$ cat src/rtl/timer_pkg.sv
package timer_pkg;
  localparam int N_CH       = 3;
  localparam int PRESC_CH   = 2;
  localparam int ADDR_W     = 4;
  localparam int CTRL_ADDR  = 15;

  typedef enum logic [1:0] {
    ACC_FREEZE = 2'b00,
    ACC_LOONLY = 2'b01,
    ACC_HIONLY = 2'b10,
    ACC_PAIR   = 2'b11
  } access_e;

  localparam logic [2:0] MODE_RATE = 3'b010;

  function automatic int port_addr(input int ch);
    return 4 * ch + 3;
  endfunction
endpackage

$ cat src/rtl/timer_busdec.sv
module timer_busdec
  import timer_pkg::*;
#(
  parameter int NCH   = N_CH,
  parameter int AW    = ADDR_W
) (
  input  logic          wr_en,
  input  logic          rd_en,
  input  logic [AW-1:0] addr,
  input  logic [7:0]    wdata,
  output logic [NCH-1:0] prog,
  output logic [NCH-1:0] freeze,
  output logic [NCH-1:0] wr_stb,
  output logic [NCH-1:0] rd_stb,
  output logic [NCH-1:0] hit
);
  logic    ctrl_wr;
  access_e acc;
  logic    mode_ok;

  assign ctrl_wr = wr_en && (addr == AW'(CTRL_ADDR));
  assign acc     = access_e'(wdata[5:4]);
  assign mode_ok = (wdata[3:1] == MODE_RATE) && !wdata[0];

  for (genvar ch = 0; ch < NCH; ch++) begin : g_dec
    logic sel;
    assign sel         = ctrl_wr && (wdata[7:6] == 2'(ch));
    assign prog[ch]    = sel && (acc == ACC_PAIR) && mode_ok;
    assign freeze[ch]  = sel && (acc == ACC_FREEZE);
    assign hit[ch]     = (addr == AW'(port_addr(ch)));
    assign wr_stb[ch]  = wr_en && hit[ch];
    assign rd_stb[ch]  = rd_en && hit[ch];
  end
endmodule

$ cat src/rtl/timer_chan.sv
module timer_chan #(
  parameter int BYTE_W = 8,
  localparam int CW    = 2 * BYTE_W
) (
  input  logic              clk,
  input  logic              rst_n,
  input  logic              tick_en,
  input  logic              prog,
  input  logic              freeze,
  input  logic              wr_stb,
  input  logic              rd_stb,
  input  logic [BYTE_W-1:0] wdata,
  output logic [BYTE_W-1:0] rd_byte,
  output logic              tc_pulse
);
  logic              running;
  logic [CW-1:0]     count;
  logic [CW-1:0]     reload;
  logic [BYTE_W-1:0] lo_hold;
  logic              lo_seen;
  logic              frz_v;
  logic [CW-1:0]     frz_q;
  logic              rd_hi;
  logic [CW-1:0]     new_word;
  logic              unit_load;
  logic [CW-1:0]     rd_src;

  assign new_word  = {wdata, lo_hold};
  assign unit_load = (new_word == CW'(1));
  assign tc_pulse  = running && tick_en && (count == CW'(1));
  assign rd_src    = frz_v ? frz_q : count;
  assign rd_byte   = rd_hi ? rd_src[CW-1:BYTE_W] : rd_src[BYTE_W-1:0];

  always_ff @(posedge clk or negedge rst_n) begin
    if (!rst_n) begin
      running <= 1'b0;
      count   <= '0;
      reload  <= '0;
      lo_hold <= '0;
      lo_seen <= 1'b0;
      frz_v   <= 1'b0;
      frz_q   <= '0;
      rd_hi   <= 1'b0;
    end else begin
      if (running && tick_en)
        count <= (count == CW'(1)) ? reload : count - CW'(1);

      if (prog) begin
        running <= 1'b0;
        lo_seen <= 1'b0;
        rd_hi   <= 1'b0;
        frz_v   <= 1'b0;
      end else if (wr_stb) begin
        if (!lo_seen) begin
          lo_hold <= wdata;
          lo_seen <= 1'b1;
        end else begin
          lo_seen <= 1'b0;
          reload  <= new_word;
          if (unit_load) begin
            running <= 1'b0;
          end else begin
            count   <= new_word;
            running <= 1'b1;
          end
        end
      end

      if (freeze && !frz_v) begin
        frz_q <= count;
        frz_v <= 1'b1;
        rd_hi <= 1'b0;
      end

      if (rd_stb) begin
        if (rd_hi) begin
          rd_hi <= 1'b0;
          frz_v <= 1'b0;
        end else begin
          rd_hi <= 1'b1;
        end
      end
    end
  end

  AST_RELOAD_AT_TC: assert property (@(posedge clk) disable iff (!rst_n)
    (running && tick_en && count == CW'(1) && !(wr_stb && lo_seen)) |=> (count == $past(reload)));
  AST_DECREMENT: assert property (@(posedge clk) disable iff (!rst_n)
    (running && tick_en && count != CW'(1) && !(wr_stb && lo_seen)) |=> (count == $past(count) - CW'(1)));
  AST_NO_UNIT_RUN: assert property (@(posedge clk) disable iff (!rst_n)
    running |-> (reload != CW'(1)));
  AST_PROG_HALTS: assert property (@(posedge clk) disable iff (!rst_n)
    prog |=> !running);
  AST_FROZEN_HOLDS: assert property (@(posedge clk) disable iff (!rst_n)
    (frz_v && !prog) |=> $stable(frz_q));
  AST_HI_READ_RELEASES: assert property (@(posedge clk) disable iff (!rst_n)
    (rd_stb && rd_hi && !freeze) |=> !frz_v);
endmodule

$ cat src/rtl/timer_cascade.sv
module timer_cascade
  import timer_pkg::*;
#(
  parameter int BYTE_W = 8,
  parameter int AW     = ADDR_W
) (
  input  logic              clk,
  input  logic              rst_n,
  input  logic              tick_1mhz,
  input  logic              bus_wr,
  input  logic              bus_rd,
  input  logic [AW-1:0]     bus_addr,
  input  logic [BYTE_W-1:0] bus_wdata,
  output logic [BYTE_W-1:0] bus_rdata,
  output logic              irq_t0,
  output logic              irq_t1
);
  logic [N_CH-1:0]             prog, freeze, wr_stb, rd_stb, hit;
  logic [N_CH-1:0]             pulse, tick_in;
  logic [N_CH-1:0][BYTE_W-1:0] ch_byte;

  timer_busdec #(.NCH(N_CH), .AW(AW)) u_dec (
    .wr_en (bus_wr),
    .rd_en (bus_rd),
    .addr  (bus_addr),
    .wdata (bus_wdata),
    .prog  (prog),
    .freeze(freeze),
    .wr_stb(wr_stb),
    .rd_stb(rd_stb),
    .hit   (hit)
  );

  for (genvar ch = 0; ch < N_CH; ch++) begin : g_ch
    if (ch == PRESC_CH) begin : g_pre
      assign tick_in[ch] = tick_1mhz;
    end else begin : g_sub
      assign tick_in[ch] = pulse[PRESC_CH];
    end
    timer_chan #(.BYTE_W(BYTE_W)) u_chan (
      .clk     (clk),
      .rst_n   (rst_n),
      .tick_en (tick_in[ch]),
      .prog    (prog[ch]),
      .freeze  (freeze[ch]),
      .wr_stb  (wr_stb[ch]),
      .rd_stb  (rd_stb[ch]),
      .wdata   (bus_wdata),
      .rd_byte (ch_byte[ch]),
      .tc_pulse(pulse[ch])
    );
  end

  always_comb begin
    bus_rdata = '0;
    for (int c = 0; c < N_CH; c++)
      if (hit[c]) bus_rdata = ch_byte[c];
  end

  always_ff @(posedge clk or negedge rst_n) begin
    if (!rst_n) begin
      irq_t0 <= 1'b0;
      irq_t1 <= 1'b0;
    end else begin
      irq_t0 <= pulse[0];
      irq_t1 <= pulse[1];
    end
  end

  AST_IRQ0_SINGLE: assert property (@(posedge clk) disable iff (!rst_n)
    irq_t0 |=> !irq_t0);
  AST_IRQ1_SINGLE: assert property (@(posedge clk) disable iff (!rst_n)
    irq_t1 |=> !irq_t1);
  AST_SUB_NEEDS_PRESCALE: assert property (@(posedge clk) disable iff (!rst_n)
    (irq_t0 || irq_t1) |-> $past(pulse[PRESC_CH]));
endmodule

$ cat config.mk
export PLATFORM = sky130hd
export DESIGN_NAME = timer_cascade
export DESIGN_NICKNAME = d
export VERILOG_FILES = /design/src/rtl/timer_pkg.sv /design/src/rtl/timer_busdec.sv /design/src/rtl/timer_chan.sv /design/src/rtl/timer_cascade.sv
export SDC_FILE = /design/constraint.sdc
export NUM_CORES = 1
export LEC_CHECK = 0
export BUFFER_PORTS_ARGS = -buffer_cell sky130_fd_sc_hd__buf_2
export CAP_MARGIN = 20
export CORE_MARGIN = 1
export CORE_UTILIZATION = 49
export DETAILED_ROUTE_END_ITERATION = 8
export PLACE_DENSITY = 0.68
export SLEW_MARGIN = 15
export SYNTH_ARGS = -nofsm -noshare
export SYNTH_HDL_FRONTEND = slang
export SYNTH_SLANG_ARGS = --single-unit
$ cat constraint.sdc
create_clock -name clk -period 2.55 [get_ports clk]
set_input_delay 0.3825 -clock clk [delete_from_list [all_inputs] [get_ports clk]]
set_output_delay 0.3825 -clock clk [all_outputs]
set_load 0.01 [all_outputs]
==> key figures <==
Critical path
  – CP required: ~2.2 ns
  – Worst Path Class, Setup: flip-flop to output port
  – Critical Path Sink Type: output port
  – Crit path launch type: flip-flop
  – CP Max Fanout: 4
  – Critical path arrival: 2.14 ns

Power and ir drop
  – VDD IR max: about 610 uV
  – Cell area power density: 848 nW/um^2
  – Leak Pwr: 0.00522 uW

STA
  – Setup Skew: between 0.01 and 0.015 ns
  – RSZ-0062 raised after global routing: yes
  – Worst Tran Pin Value: 0.681 ns
  – Period Utilization, post-route: 0.990
  – Slew Viols, Final: 0
  – Endpoints failing hold: 0
  – Final setup fails: 0
  – Post-layout min period: 2.52 ns
  – Highest clock rate: a little under 0.4 GHz
  – Rel. slew slack: 0.545

Routing
  – Final WL: around 26000 um
  – Detailed Route Iter0 Violations: 700
  – Drt drc: 0
  – Drt first pass iters: 6
  – Total vias in the final route: a little under 8k
  – Wire per inst: between 15 and 20 um
  – Remaining antenna violation count: 0
  – Vias per std cell: ~6.0

Clock tree
  – Clock slew at reported path FFs: 0.07 ns
  – Clk root buf: clkbuf_16
  – CTS Buf Count: 17
  – CTS tree: built
  – Deepest clock path buffer count: 2
  – Worst-Skew Late Latency: 0.43 ns
  – H-tree lvl count: 4
  – Clock net sink count: approximately 180

Global route
  – Initial antenna violation count: 1
  – GR Util All Layers: 0.276
  – Total congestion overflow: 0
  – Vias in the first global route: between 7k and 8k
  – Global-route wire length before repair: roughly 42000 um
  – Largest net degree at the start of global routing: 69

Yosys
  – Post-synthesis mux area share: 0.149
  – Post-synth cell types: just over 60
  – XOR/XNOR share of the synthesized area: 0.00835
  – Synthesized Nets: between 900 and 1k
  – Yosys reg bits: around 180
  – Post-Synth Simple-Gate Area: 0.199
  – EDFF count, synth: 0
  – Adder-cell share of the synthesized area: 0.00795
  – Largest family of logic cells by synthesized area: simple AND/OR/NAND/NOR gates
  – Compound-Gate Fraction of Synth Area: 0.117
  – Predominant post-synthesis flop cell: dfrtp_1
  – Post-synth ARST share: 1.00
  – Synth Instances: 965
  – Mapped Area: between 9000 and 10000 um^2
  – Ys Warns: 0
  – Syn Area/Cell: between 9 and 10 um^2
  – Seq/Total Area, Yosys: 0.482

Die
  – Core Area: about 19000 um^2
  – # IOs: 27
  – Horiz. Die Dim: approximately 140 um
  – Initial Util: 0.503
  – Full die area: between 15000 and 20000 um^2
  – Row count: 50
  – Die height: 141 um

Final layout
  – Ant. Diodes: 0
  – Area Growth Syn to Fin: 19.1%
  – Commonest non-fill, non-tap cells in the layout: 194 x nand2_1, 177 x dfrtp_1, 112 x buf_4
  – Multi-input gate area: 4640 um^2
  – Commonest non-fill, non-tap cell in the layout: nand2_1
  – Reg area: roughly 4600 um^2
  – Ratio of cells with drive above 1 in the final layout: 0.275
  – Final Core Density: 0.599
  – Post-route insts no fill: 1313
  – Fin nets: roughly 1.1k
  – Fill cell count: 1566
  – Final instance area: between 10000 and 15000 um^2

Place
  – Port Buffers: 26
  – Post-DP HPWL: approximately 18000 um
  – Placed Area: 10500 um^2
  – GPL Wtd Cong: 0.910
  – Placed Cells: around 1.3k

Status
  – Status: finished clean

Hold path
  – Worst hold path class: input pin to flip-flop

Flow run
  – MaxCap Viol Count: 0
==> per-layer routing <==
metal  global-route usage  part of all wire  up-vias
met4               0.0686             0.014        2
li1                     -                 -     3668
met5                    0           0.00046        -
met2                0.425              0.46      271
met3               0.0510             0.063       35
met1                0.405              0.46     3905
==> cells in the mapped netlist, types with 5 or more instances <==
library cell | number | share of area
or2_2 | 8 | 0.0053
nand4_1 | 8 | 0.0053
clkbuf_1 | 53 | 0.021
a31oi_1 | 13 | 0.0086
dfrtp_1 | 182 | 0.48
nand3_1 | 22 | 0.012
nand3b_1 | 6 | 0.0048
nor3_1 | 20 | 0.011
o41ai_1 | 6 | 0.0056
o21ai_0 | 46 | 0.024
nor4_1 | 12 | 0.0080
mux2i_1 | 10 | 0.011
o211ai_1 | 11 | 0.0087
or3_1 | 6 | 0.0040
nand2_1 | 194 | 0.077
nor2_1 | 85 | 0.034
a211oi_1 | 5 | 0.0040
o21a_1 | 7 | 0.0056
mux4_2 | 24 | 0.057
a21oi_1 | 52 | 0.028
ha_1 | 6 | 0.0080
xor2_1 | 6 | 0.0056
mux2_2 | 68 | 0.081
or4_1 | 11 | 0.0087
o221ai_1 | 8 | 0.0074
inv_1 | 21 | 0.0083
nor4b_1 | 7 | 0.0065
==> kinds of logic (layout without fill, tap and decap cells) <==
logic type / Yosys count / count (layout)
xor gates and xnor gates: 9 / 9
muxes: 102 / 102
DFF: 182 / 182
and+or+nand+nor: 406 / 406
buffers and inverters: 83 / 197
AOI/OAI and AO/OA: 177 / 177
adders and majority gates: 6 / 6
==> flip-flops by register name (all words and copies together), names as in the netlist <==
signal and cells:
irq_t0 1, g_ch.u_chan.frz_v 3, irq_t1 1, g_ch.u_chan.running 3, g_ch.u_chan.frz_q 48, g_ch.u_chan.lo_seen 3, g_ch.u_chan.rd_hi 3, g_ch.u_chan.count 48
g_ch.u_chan.lo_hold 24, g_ch.u_chan.reload 48
==> critical path: stages, from the launching register on <==
cell     delay [ns]
dfrtp_4        0.43
buf_4          0.16
mux4_2         0.58
mux2i_1        0.17
nor2_1         0.06
a21oi_1        0.11
nor2_1         0.05
buf_2          0.15
==> metrics by stage <==
stage | worst slack (ns) | setup TNS (ns) | total power [uW] | hold WS (ns)
after global routing | -0.0687 | -0.297 | 10000 | 0.327
after floorplan | -0.0354 | -0.0354 | 5560 | 0.0869
final | 0.0258 | 0 | 9540 | 0.300
after detailed placement | 0.0487 | 0 | 6690 | 0.431
after CTS | 0.000237 | 0 | 9430 | 0.291
after global placement | 0.0838 | 0 | 6640 | 0.432
==> cell type report <==
type / count / share of cell area
clock buffers: 21 / 0.0418
clock inverters: 11 / 0.0121
inverters: 21 / 0.00701
well taps: 234 / 0.0260
repair buffers: 144 / 0.0953
flip-flops and latches: 182 / 0.406
multi-input cells: 700 / 0.412
==> final timing paths <==
path	startpoint	slack (ns)	endpoint	depth (start not counted)
min reg2reg	g_ch[1].u_chan.reload[1]$_DFFE_PN0P_	0.48	g_ch[1].u_chan.reload[1]$_DFFE_PN0P_	2
min in group asynchronous	rst_n	0.50	g_ch[0].u_chan.frz_q[3]$_DFFE_PN0P_	2
min	bus_wdata[6]	0.30	g_ch[1].u_chan.count[14]$_DFF_PN0_	3
max in group asynchronous	rst_n	1.28	g_ch[2].u_chan.frz_v$_DFF_PN0_	3
max	g_ch[2].u_chan.frz_v$_DFF_PN0_	0.03	bus_rdata[5]	7
max reg2reg	g_ch[2].u_chan.count[11]$_DFF_PN0_	0.08	g_ch[0].u_chan.count[0]$_DFF_PN0_	6
==> report_power, final <==
| part | total, uW | internal [uW] | switching, uW |
|---|---|---|---|
| clock | 2720 | 1540 | 1180 |
| combinational | 2870 | 1370 | 1500 |
| sequential | 3960 | 3430 | 523 |
| total | 9540 | 6340 | 3200 |
==> what timing repair did <==
item / in CTS / in global routing
setup endpoints to repair: 8 / 21
setup buffers: 1 / 7
pin swaps: 0 / 2
hold endpoints to repair: 65 / 0
resized for setup: 3 / 16
hold buffers: 1 / 0
Power figures use the tool's default switching activity.
